File: config.mk
export PLATFORM = sky130hd
export DESIGN_NAME = cmd_packet_framer
export DESIGN_NICKNAME = d
export VERILOG_FILES = /design/src/rtl/cpf_pkg.sv /design/src/rtl/cpf_decode.sv /design/src/rtl/cpf_fifo.sv /design/src/rtl/cpf_env.sv /design/src/rtl/cmd_packet_framer.sv
export SDC_FILE = /design/constraint.sdc
export NUM_CORES = 1
export LEC_CHECK = 0
export ABC_AREA = 1
export BUFFER_PORTS_ARGS = -buffer_cell sky130_fd_sc_hd__buf_2
export CORE_ASPECT_RATIO = 0.6
export CORE_MARGIN = 8
export CORE_UTILIZATION = 50
export DETAILED_ROUTE_END_ITERATION = 16
export PLACE_DENSITY_LB_ADDON = 0.15
export SETUP_SLACK_MARGIN = 0.2
export SLEW_MARGIN = 20
export SYNTH_ARGS = -nofsm -noshare
export SYNTH_HDL_FRONTEND = slang
export SYNTH_SLANG_ARGS = --single-unit
File: constraint.sdc
create_clock -name clk_i -period 4.35 [get_ports clk_i]
set_input_delay 0.435 -clock clk_i [delete_from_list [all_inputs] [get_ports clk_i]]
set_output_delay 0.435 -clock clk_i [all_outputs]
set_load 0.01 [all_outputs]
File: src/rtl/cpf_pkg.sv
package cpf_pkg;
  localparam int WORD_W    = 32;
  localparam int ENV_N     = 8;
  localparam int MAX_PKT   = 12;
  localparam int LEN_W     = $clog2(MAX_PKT + 1);
  localparam logic [7:0] OP_IMG_WR = 8'hA0;
  localparam logic [7:0] OP_IMG_RD = 8'hC0;

  typedef struct packed {
    logic              sop;
    logic              eop;
    logic [WORD_W-1:0] data;
  } buf_word_t;

  function automatic logic [LEN_W-1:0] extra_words(input logic [7:0] op);
    logic [LEN_W-1:0] n;
    case (op) inside
      8'h02, 8'hA0, 8'hC0:        n = LEN_W'(2);
      [8'h20:8'h23]:              n = LEN_W'(3);
      [8'h24:8'h27]:              n = LEN_W'(6);
      [8'h28:8'h2B]:              n = LEN_W'(4);
      [8'h2C:8'h2F]:              n = LEN_W'(8);
      [8'h30:8'h33]:              n = LEN_W'(5);
      [8'h34:8'h37]:              n = LEN_W'(8);
      [8'h38:8'h3B]:              n = LEN_W'(7);
      [8'h3C:8'h3F]:              n = LEN_W'(11);
      [8'h40:8'h47]:              n = LEN_W'(2);
      [8'h48:8'h57]:              n = LEN_W'(3);
      [8'h58:8'h5F]:              n = LEN_W'(4);
      [8'h60:8'h63]:              n = LEN_W'(2);
      [8'h64:8'h67]:              n = LEN_W'(3);
      [8'h68:8'h6B]:              n = LEN_W'(1);
      [8'h70:8'h73]:              n = LEN_W'(1);
      [8'h74:8'h77]:              n = LEN_W'(2);
      [8'h78:8'h7B]:              n = LEN_W'(1);
      [8'h7C:8'h7F]:              n = LEN_W'(2);
      8'h80:                      n = LEN_W'(3);
      default:                    n = '0;
    endcase
    return n;
  endfunction
endpackage

File: src/rtl/cpf_decode.sv
module cpf_decode
  import cpf_pkg::*;
(
  input  logic [WORD_W-1:0] word_i,
  output logic [7:0]        op_o,
  output logic [LEN_W-1:0]  len_o,
  output logic              img_o,
  output logic              img_rd_o
);
  assign op_o     = word_i[WORD_W-1 -: 8];
  assign len_o    = extra_words(op_o) + LEN_W'(1);
  assign img_o    = (op_o == OP_IMG_WR) || (op_o == OP_IMG_RD);
  assign img_rd_o = (op_o == OP_IMG_RD);
endmodule

File: src/rtl/cpf_fifo.sv
module cpf_fifo #(
  parameter int W     = 34,
  parameter int DEPTH = 16
) (
  input  logic         clk_i,
  input  logic         rst_ni,
  input  logic         push_i,
  input  logic [W-1:0] push_data_i,
  input  logic         pop_i,
  output logic [W-1:0] head_o,
  output logic         empty_o,
  output logic         full_o
);
  localparam int AW = (DEPTH > 1) ? $clog2(DEPTH) : 1;
  localparam int CW = $clog2(DEPTH + 1);

  logic [W-1:0]  mem_q [DEPTH];
  logic [AW-1:0] wr_q, rd_q;
  logic [CW-1:0] cnt_q;

  function automatic logic [AW-1:0] bump(input logic [AW-1:0] p);
    return (p == AW'(DEPTH - 1)) ? '0 : p + AW'(1);
  endfunction

  assign empty_o = (cnt_q == '0);
  assign full_o  = (cnt_q == CW'(DEPTH));
  assign head_o  = mem_q[rd_q];

  always_ff @(posedge clk_i) begin
    if (push_i) mem_q[wr_q] <= push_data_i;
  end

  always_ff @(posedge clk_i or negedge rst_ni) begin
    if (!rst_ni) begin
      wr_q  <= '0;
      rd_q  <= '0;
      cnt_q <= '0;
    end else begin
      if (push_i) wr_q <= bump(wr_q);
      if (pop_i)  rd_q <= bump(rd_q);
      case ({push_i, pop_i})
        2'b10:   cnt_q <= cnt_q + CW'(1);
        2'b01:   cnt_q <= cnt_q - CW'(1);
        default: cnt_q <= cnt_q;
      endcase
    end
  end
endmodule

File: src/rtl/cpf_env.sv
module cpf_env
  import cpf_pkg::*;
(
  input  logic                    clk_i,
  input  logic                    rst_ni,
  input  logic                    take_i,
  input  logic                    first_i,
  input  logic                    last_i,
  input  logic [7:0]              op_i,
  input  logic [LEN_W-1:0]        idx_i,
  input  logic [WORD_W-1:0]       data_i,
  input  logic                    dirty_clr_i,
  output logic [ENV_N*WORD_W-1:0] env_o,
  output logic [WORD_W-1:0]       status_o,
  output logic                    dirty_o
);
  logic [WORD_W-1:0] env_q [ENV_N];
  logic [WORD_W-1:0] env_d [ENV_N];
  logic [WORD_W-1:0] status_q;
  logic              dirty_q;
  logic              env_hit, tex_hit, dirty_hit;

  assign env_hit   = take_i && first_i && (op_i[7:3] == 5'b11100);
  assign tex_hit   = take_i &&
                     ((((op_i & 8'hF4) == 8'h24) && (idx_i == LEN_W'(4))) ||
                      (((op_i & 8'hF4) == 8'h34) && (idx_i == LEN_W'(5))));
  assign dirty_hit = take_i && first_i && (op_i >= 8'h02) && (op_i < 8'hC0);

  always_comb begin
    for (int i = 0; i < ENV_N; i++) env_d[i] = env_q[i];
    if (env_hit) env_d[op_i[2:0]] = data_i;
    if (tex_hit) env_d[1][8:0] = data_i[8:0];
  end

  always_ff @(posedge clk_i or negedge rst_ni) begin
    if (!rst_ni) begin
      for (int i = 0; i < ENV_N; i++) env_q[i] <= {8'(8'hE0 + i), 24'h0};
      status_q <= '0;
      dirty_q  <= 1'b0;
    end else begin
      for (int i = 0; i < ENV_N; i++) env_q[i] <= env_d[i];
      if (take_i && last_i)
        status_q <= {19'h0, env_d[6][1:0], env_d[1][10:0]};
      if (dirty_hit)        dirty_q <= 1'b1;
      else if (dirty_clr_i) dirty_q <= 1'b0;
    end
  end

  for (genvar g = 0; g < ENV_N; g++) begin : g_env_out
    assign env_o[g*WORD_W +: WORD_W] = env_q[g];
  end

  assign status_o = status_q;
  assign dirty_o  = dirty_q;
endmodule

File: src/rtl/cmd_packet_framer.sv
module cmd_packet_framer
  import cpf_pkg::*;
#(
  parameter int FIFO_DEPTH = 16
) (
  input  logic                    clk_i,
  input  logic                    rst_ni,
  input  logic                    in_valid_i,
  input  logic [WORD_W-1:0]       in_data_i,
  output logic                    in_ready_o,
  input  logic                    wr_busy_i,
  output logic                    wr_valid_o,
  output logic [WORD_W-1:0]       wr_data_o,
  output logic                    pkt_valid_o,
  output logic [WORD_W-1:0]       pkt_data_o,
  output logic                    pkt_sop_o,
  output logic                    pkt_eop_o,
  input  logic                    pkt_ready_i,
  output logic                    xfer_start_o,
  output logic                    xfer_read_o,
  output logic [WORD_W-1:0]       xfer_pos_o,
  output logic [WORD_W-1:0]       xfer_size_o,
  output logic [ENV_N*WORD_W-1:0] env_o,
  output logic [WORD_W-1:0]       status_o,
  output logic                    dirty_o,
  input  logic                    dirty_clr_i
);
  localparam int BUF_W = $bits(buf_word_t);
  localparam int CNT_W = $clog2(FIFO_DEPTH + 1);

  // word position inside the command being received
  logic [LEN_W-1:0]  idx_q, len_q;
  logic [7:0]        op_q;
  logic              img_q, img_rd_q;
  logic              start_q, rd_q;
  logic [WORD_W-1:0] pos_q, size_q;
  logic [CNT_W-1:0]  done_cnt_q;

  logic [7:0]        dec_op;
  logic [LEN_W-1:0]  dec_len;
  logic              dec_img, dec_img_rd;

  logic              first, route, cur_img, take, last, push, pop;
  logic [7:0]        cur_op;
  logic [LEN_W-1:0]  cur_len;
  logic              buf_full, buf_empty;
  buf_word_t         push_w, head_w;

  cpf_decode u_dec (
    .word_i   (in_data_i),
    .op_o     (dec_op),
    .len_o    (dec_len),
    .img_o    (dec_img),
    .img_rd_o (dec_img_rd)
  );

  assign first   = (idx_q == '0);
  assign route   = wr_busy_i && first;
  assign cur_img = first ? dec_img : img_q;
  assign cur_op  = first ? dec_op  : op_q;
  assign cur_len = first ? dec_len : len_q;

  assign in_ready_o = route || cur_img || !buf_full;
  assign take       = in_valid_i && in_ready_o && !route;
  assign last       = (idx_q == cur_len - LEN_W'(1));
  assign push       = take && !cur_img;

  assign wr_valid_o = in_valid_i && route;
  assign wr_data_o  = in_data_i;

  always_ff @(posedge clk_i or negedge rst_ni) begin
    if (!rst_ni) begin
      idx_q    <= '0;
      len_q    <= LEN_W'(1);
      op_q     <= '0;
      img_q    <= 1'b0;
      img_rd_q <= 1'b0;
    end else if (take) begin
      idx_q <= last ? '0 : idx_q + LEN_W'(1);
      if (first) begin
        len_q    <= dec_len;
        op_q     <= dec_op;
        img_q    <= dec_img;
        img_rd_q <= dec_img_rd;
      end
    end
  end

  // image transfer hand-off
  always_ff @(posedge clk_i or negedge rst_ni) begin
    if (!rst_ni) begin
      start_q <= 1'b0;
      rd_q    <= 1'b0;
      pos_q   <= '0;
      size_q  <= '0;
    end else begin
      start_q <= 1'b0;
      if (take && cur_img && !first) begin
        if (idx_q == LEN_W'(1)) pos_q <= in_data_i;
        if (idx_q == LEN_W'(2)) begin
          size_q  <= in_data_i;
          rd_q    <= img_rd_q;
          start_q <= 1'b1;
        end
      end
    end
  end

  assign xfer_start_o = start_q;
  assign xfer_read_o  = rd_q;
  assign xfer_pos_o   = pos_q;
  assign xfer_size_o  = size_q;

  assign push_w = '{sop: first, eop: last, data: in_data_i};

  cpf_fifo #(.W(BUF_W), .DEPTH(FIFO_DEPTH)) u_buf (
    .clk_i       (clk_i),
    .rst_ni      (rst_ni),
    .push_i      (push),
    .push_data_i (push_w),
    .pop_i       (pop),
    .head_o      (head_w),
    .empty_o     (buf_empty),
    .full_o      (buf_full)
  );

  // number of buffered commands whose last word has arrived
  always_ff @(posedge clk_i or negedge rst_ni) begin
    if (!rst_ni) begin
      done_cnt_q <= '0;
    end else begin
      case ({push && last, pop && head_w.eop})
        2'b10:   done_cnt_q <= done_cnt_q + CNT_W'(1);
        2'b01:   done_cnt_q <= done_cnt_q - CNT_W'(1);
        default: done_cnt_q <= done_cnt_q;
      endcase
    end
  end

  assign pkt_valid_o = !buf_empty && (done_cnt_q != '0);
  assign pkt_data_o  = head_w.data;
  assign pkt_sop_o   = head_w.sop;
  assign pkt_eop_o   = head_w.eop;
  assign pop         = pkt_valid_o && pkt_ready_i;

  cpf_env u_env (
    .clk_i       (clk_i),
    .rst_ni      (rst_ni),
    .take_i      (take),
    .first_i     (first),
    .last_i      (last),
    .op_i        (cur_op),
    .idx_i       (idx_q),
    .data_i      (in_data_i),
    .dirty_clr_i (dirty_clr_i),
    .env_o       (env_o),
    .status_o    (status_o),
    .dirty_o     (dirty_o)
  );

  initial begin
    if (FIFO_DEPTH < MAX_PKT) $error("FIFO_DEPTH below longest command");
  end
endmodule

# [Yosys cells after proc, flatten, opt, wreduce, memory -nomap -nowiden]
# Memory sizes are Yosys's and may differ from the RTL's.
# Cells that the tools add are included.
[classes] n_addsub=9 n_mul=0 div_mod_pow=0 n_lt_le_gt_ge=40 eq_ne=19 shift=0 mux=39 bitwise_logic=1 reduce_logical=57
[ops] operator="$bwmux W256" count=1
[ops] operator="$mux W203" count=1
[ops] operator="$demux W32 S3" count=1
[ops] operator="$mux W4" count=23
[ops] operator="$ge A8 B7 Y1 const B" count=10
[ops] operator="$le A8 B7 Y1 const B" count=10
[ops] operator="$ge A8 B6 Y1 const B" count=8
[ops] operator="$le A8 B6 Y1 const B" count=8
[ops] operator="$logic_and A1 B1 Y1" count=38
[ops] operator="$mux W32" count=1
[ops] operator="$eq A8 B8 Y1 const B" count=3
[ops] operator="$pmux W5 S2" count=2
[ops] operator="$add A4 B1 Y4 const B" count=4
[ops] operator="$add A5 B1 Y5 const B" count=2
[ops] operator="$eq A5 B3 Y1 const B" count=2
[ops] operator="$eq A5 B5 Y1 const B" count=2
[ops] operator="$sub A5 B1 Y5 const B" count=2
[ops] operator="$mux W9" count=1
[ops] operator="$eq A4 B3 Y1 const B" count=2
[ops] operator="$eq A4 B4 Y1 const B" count=2
[ops] operator="$eq A8 B2 Y1 const B" count=1
[ops] operator="$ge A8 B2 Y1 const B" count=1
[ops] operator="$lt A8 B8 Y1 const B" count=1
[ops] operator="$mux W8" count=1
[ops] operator="other kinds (19)" count=38
[totals] ff_bits=372 latch_bits=0 ramBits=544 mem_bits_ro=0 in_bits=38 out_inout_bits=424 mem_count=1
[memory_table] memory="u_buf.mem_q" depth=16 width=34 rd=1 rd_clocked_by_memory_dff=0 wr=1 line_no="cpf_fifo.sv:17" rtl="logic [W-1:0] mem_q [DEPTH];"

# [Longest topological paths before layout]
[logic_depth] depth_word=28 ltp_mapped=31 ltp_nobuf=30

# [Hierarchy]
# Synthesis repeated with hierarchy kept, for this count alone.
[hier_totals] hier_cells=3526 hier_area_um2=37554.8
[by_module_without_submodules] module="cpf_fifo" n_inst=1 cells_each=1938 area_per_inst_um2=22582.9 seq_area_each_um2=16661.0
[by_module_without_submodules] module="cpf_env" n_inst=1 cells_each=995 area_per_inst_um2=10241.1 seq_area_each_um2=6801.5
[by_module_without_submodules] module="cmd_packet_framer" n_inst=1 cells_each=492 area_per_inst_um2=4227.8 seq_area_each_um2=2228.4
[by_module_without_submodules] module="cpf_decode" n_inst=1 cells_each=101 area_per_inst_um2=503.0 seq_area_each_um2=0.0

# [Least setup slack after synthesis]
# No wires, ideal clock.
[synth_path] path_type="input to register" from="input port in_data_i[28]" to="register done_cnt_q[4]" t_arrival_ns=3.773 path_slack_ns=0.452 path_stages=27 n_path_buf=1 path_cell_list="buf_2 > nor2_1 > nand3_1 > nand2_1 > nor2_1 > nor2_1 > nand4_1 > nand2_1 > nand3_1 > nand2_1 > ha_1 > xnor2_1 > a21oi_1 > nand2_1 > nor2_4 > nand2_1 > inv_1 > nand2_1 > ha_1 > ha_1 > nand2_1 > nor2_1 > a211oi_1 > nand2_1 > nand2_1 > nor2_1 > xor2_1"
[synth_between] elab_chain_len=28 word_cells_on_any_way=96 classes_between="add/sub (2); order compare (36); eq/ne (7); mux (23); reduce/logical (28)"
[synth_lines] element="start: declaration" line_no="cmd_packet_framer.sv:9" rtl="input logic [WORD_W-1:0] in_data_i,"
[synth_lines] element="$ge A8 B7 Y1 (implied by the code) (tied with other cells)" line_no="cpf_decode.sv:11" rtl="assign len_o = extra_words(op_o) + LEN_W'(1);"
[synth_lines] element="$logic_and A1 B1 Y1 (implied by the code) / $mux W2 (equally long branches)" line_no="cpf_decode.sv:11, cpf_pkg.sv:17"
[synth_lines] element="$mux W4 (18 in a row)" line_no="cpf_pkg.sv:17" rtl="case (op) inside"
[synth_lines] element="$mux W4 (*)" line_no="cpf_pkg.sv:17"
[synth_lines] element="$add A4 B1 Y4 (*)" line_no="cpf_decode.sv:11"
[synth_lines] element="$mux W4 (*)"
[synth_lines] element="$sub A4 B1 Y4 (*)" line_no="cmd_packet_framer.sv:65" rtl="assign last = (idx_q == cur_len - LEN_W'(1));"
[synth_lines] element="$eq A4 B4 Y1 (*)" line_no="cmd_packet_framer.sv:65"
[synth_lines] element="via last" line_no="cmd_packet_framer.sv:43" rtl="logic first, route, cur_img, take, last, push, pop;"
[synth_lines] element="$logic_and A1 B1 Y1 (*)" line_no="cmd_packet_framer.sv:132" rtl="case ({push && last, pop && head_w.eop})"
[synth_lines] element="$eq A2 B1 Y1 / $eq A2 B2 Y1 (equally long branches)" line_no="cmd_packet_framer.sv:132"
[synth_lines] element="$pmux W5 S2 / $reduce_bool A2 Y1 (equally long branches)"
[synth_lines] element="end signal: assignment" line_no="cmd_packet_framer.sv:133" rtl="2'b10: done_cnt_q <= done_cnt_q + CNT_W'(1);"
[synth_lines] element="end signal: assignment" line_no="cmd_packet_framer.sv:134" rtl="2'b01: done_cnt_q <= done_cnt_q - CNT_W'(1);"
[synth_lines] element="end signal: assignment" line_no="cmd_packet_framer.sv:135" rtl="default: done_cnt_q <= done_cnt_q;"
[synth_lines] element="end: declaration" line_no="cmd_packet_framer.sv:37" rtl="logic [CNT_W-1:0] done_cnt_q;"
# Mark *: on every way through the listed nets, which the timed path passes. The rest lies on a longest branch.
# A chain may end at the register's enable or synchronous reset.

# [Worst setup path in the final report]
[layout_path] from="register u_buf.rd_q[0]" to="output port pkt_data_o[0]"
[layout_between] elab_chain_len=1
[layout_lines] element="start: declaration" line_no="cpf_fifo.sv:18" rtl="logic [AW-1:0] wr_q, rd_q;"
[layout_lines] element="start signal: assignment" line_no="cpf_fifo.sv:40" rtl="if (pop_i) rd_q <= bump(rd_q);"
[layout_lines] element="$mem_v2 Z16 W34"
[layout_lines] element="end: declaration" line_no="cmd_packet_framer.sv:15" rtl="output logic [WORD_W-1:0] pkt_data_o,"
# No other way between the ends.

==> impl_metrics.ini <==
[placed_design]
placed_area_um2 = 39400
portBuffers = 442
routabilityCongestion = 0.879
place_ws_ns = 0.0956
hpwl_um = 66700

[sta]
drv_slew = 0
hold_viol = 0
clock_skew_ns = 0.0226
finalSetupTns_ns = 0
grt_setup_unrepaired = false
max-slew-margin-rel = 0.274
min_period_ns = 3.87
worst_pin_slew_ns = 1.09
fin_ws_ns = 0.482
max_freq_ghz = 0.259
fin_crit_sh = 0.889
finalSetupViolCount = 0

[detailed_routing]
via_count = 24922
dr.pass1.iters = 5
drc = 0
drt_iter0_markers = 2616
ant_nets = 0
viasPerCell = 5.61
wirelength_um = 103000
detail_route.wl_per_cell_um = 23.1

[clock_network]
clkTransAtPathRegs_ns = 0.06
clk_latency_ns = 0.64
cts_sinks = 916
numCtsBuffers = 83
ctsLongestPathBuffers = 3
cts_tree = done
ctsHtreeMaxLevel = 3
cts_root_buf = clkbuf_16

[yosys]
seq_area_frac_synth = 0.711
synth_top_flop_cell = edfxtp_1
synth_area_leaders = edfxtp_1 (45%), dfrtp_1 (23%), nand2_1 (4.8%)
synth_edf_count = 544
synth_top_cell_by_area = edfxtp_1
synth-seq-cells = 916
synth_warnings = 0
ys_types = 50
synth_top_area_share = 0.452
async_flop_share = 0.406
syn_area_um2 = 36100
postSynthCellCount = 2991
synth.top_cells.by_count = edfxtp_1 (544), nand2_1 (462), nor2_1 (403), dfrtp_1 (335), o21ai_0 (317)
synth_area_per_cell_um2 = 12.1
post-synth-top-count-cell = edfxtp_1

[global_routing]
grt_pass1_wl_um = 155000
grt_overflow = 0
track_usage = 0.247
antenna_found_initial = 5
grt_pass1_vias = 24247
grt_max_degree = 232

[worst_setup_path]
rr_startpoint = idx_q[0]
ff2ff_path_depth = 23
cp_slowest_cell = buf_4
crit_chain = inv_6 > buf_4 > nor2_1 > o32ai_1 > nand2_1 > nand3_1 > buf_2
cp.required_ns = 3.91
r2r_end = done_cnt_q[4]
critPathLaunchType = register
crit_arrival_ns = 3.43
max_stage_delay_ns = 0.90
cp_max_fo = 92
worstSetupEndpointType = output port
cp_num_buf_inv = 3
rrSetupSlack_ns = 0.50
worstSetupPathType = reg -> out
cp_top_family = buffers and inverters

[floorplanning]
die_w_um = 363
fp.dieH_um = 224
initial_utilization = 0.505
core-area_um2 = 71600
rows = 76
dieArea_um2 = 81400
ios = 462

[pwr]
pwr_density_cell_nw_per_um2 = 628
p_leak_nw = 17.8
power_w = 0.0265
vdd_drop_max_uv = 622

[run]
maxCapViolations = 0

[final_layout]
fillers = 5849
layout-drive-gt1-share = 0.228
syn2layout_area_growth_pct = 16.7
final_util = 0.589
nets = 3456
design_area_um2 = 42200

[run_status]
status = finished, final reports clean

[min_path]
whs_endpoint = u_buf.mem_q[10][26]
hold_class = in -> reg
hold-path-cell-count = 1
holdCritStartpoint = in_data_i[26]
-- worst register-to-register path, delay by kind of cell, from the launching register on --
kind            cells  cell delay (ns)
compound gates      2             0.39
xor+xnor            2             0.26
fa+ha+maj           4             1.07
buf+inv             3             0.33
flops               1             0.41
simple gates       12             1.27
-- worst max path at each step --
stage	cells past startpoint	start	slack, ns	to
detailed placement	27	in_data_i[27]	0.1	done_cnt_q[4]
global placement	28	in_data_i[30]	0.26	done_cnt_q[4]
floorplan	27	in_data_i[28]	0.45	done_cnt_q[4]
CTS	7	u_buf.rd_q[0]	0.44	pkt_data_o[0]
finish	7	u_buf.rd_q[0]	0.48	pkt_data_o[0]
global route	23	idx_q[0]	0.20	done_cnt_q[4]
-- flip-flops by register name (all words and copies together), names as in the netlist, 5 cells and up --
signal          count
u_buf.cnt_q         5
done_cnt_q          5
xfer_size_o        32
u_env.status_o     13
xfer_pos_o         32
u_buf.mem_q       544
u_env.env_o       256
op_q                8
-- per-stage QoR --
step	instances	hold WS, ns
2_1_floorplan	3009	0.139
3_3_place_gp	4283	0.456
3_5_place_dp	4283	0.454
4_1_cts	4437	0.147
5_1_grt	4443	0.173
6_report	4443	0.178
-- metal layers --
metal,share of wire,vias up,GRT usage
li1,-,11240,-
met1,0.45,12566,0.367
met2,0.45,951,0.376
met3,0.070,165,0.0410
met4,0.029,0,0.0691
met5,0,-,0
-- timing repair --
| item | 4_1_cts | 5_1_grt |
|---|---|---|
| hold buffers | 2 | 0 |
| setup buffers | 0 | 3 |
| resized for setup | 0 | 3 |
| endpoints found under the hold margin | 96 | 0 |
| endpoints found under the setup margin | 0 | 1 |
-- report_power, final --
| part | switching, W | total [W] | internal, W | leakage, nW |
|---|---|---|---|---|
| Clock | 0.00318 | 0.00720 | 0.00402 | 1.33 |
| Combinational | 0.00567 | 0.00834 | 0.00267 | 6.78 |
| Sequential | 0.000593 | 0.0109 | 0.0103 | 9.66 |
| Total | 0.00945 | 0.0265 | 0.0170 | 17.8 |
-- cells in the final DEF, fill, tap and decap left out, types with 5 or more instances in the layout --
| cell | instances |
|---|---|
| a21oi_1 | 10 |
| buf_4 | 59 |
| nand3_1 | 80 |
| mux2i_1 | 50 |
| ha_1 | 18 |
| xor2_1 | 10 |
| conb_1 | 19 |
| nor2_1 | 386 |
| inv_2 | 7 |
| clkinv_1 | 12 |
| dfstp_2 | 37 |
| o211ai_1 | 18 |
| buf_12 | 17 |
| nor2_4 | 22 |
| nand3_2 | 8 |
| o221ai_1 | 50 |
| clkbuf_1 | 13 |
| buf_2 | 441 |
| clkinv_2 | 23 |
| clkbuf_8 | 12 |
| dfrtp_1 | 330 |
| inv_1 | 123 |
| or2_2 | 39 |
| or2_1 | 5 |
| nand2_1 | 462 |
| o32ai_1 | 86 |
| nor2_2 | 9 |
| o21ai_0 | 317 |
| clkbuf_16 | 88 |
| edfxtp_1 | 544 |
| o21ai_1 | 92 |
| nand4_1 | 26 |
-- kinds of logic (layout without fill, tap and decap cells) --
group,count (synthesis),after routing,synth area share
and+or+nand+nor,1053,1053,0.122
buffers and inverters,351,807,0.0448
adders and majority gates,20,20,0.00734
DFF,916,916,0.711
AOI/OAI and AO/OA,586,586,0.0978
xor gates and xnor gates,14,14,0.00339
other,1,22,0.000104
muxes,50,50,0.0139
-- area by class of cell --
| type | count | area [µm²] | area share |
|---|---|---|---|
| diodes | 3 | 7.51 | 0.000178 |
| clock buffers | 114 | 2420 | 0.0575 |
| clock inverters | 38 | 236 | 0.00561 |
| inverters | 134 | 513 | 0.0122 |
| multi-input cells | 1742 | 9020 | 0.214 |
| flip-flops and latches | 916 | 25700 | 0.610 |
| well taps | 975 | 1220 | 0.0289 |
| repair buffers | 521 | 3040 | 0.0720 |
Power figures use the tool's default switching activity.
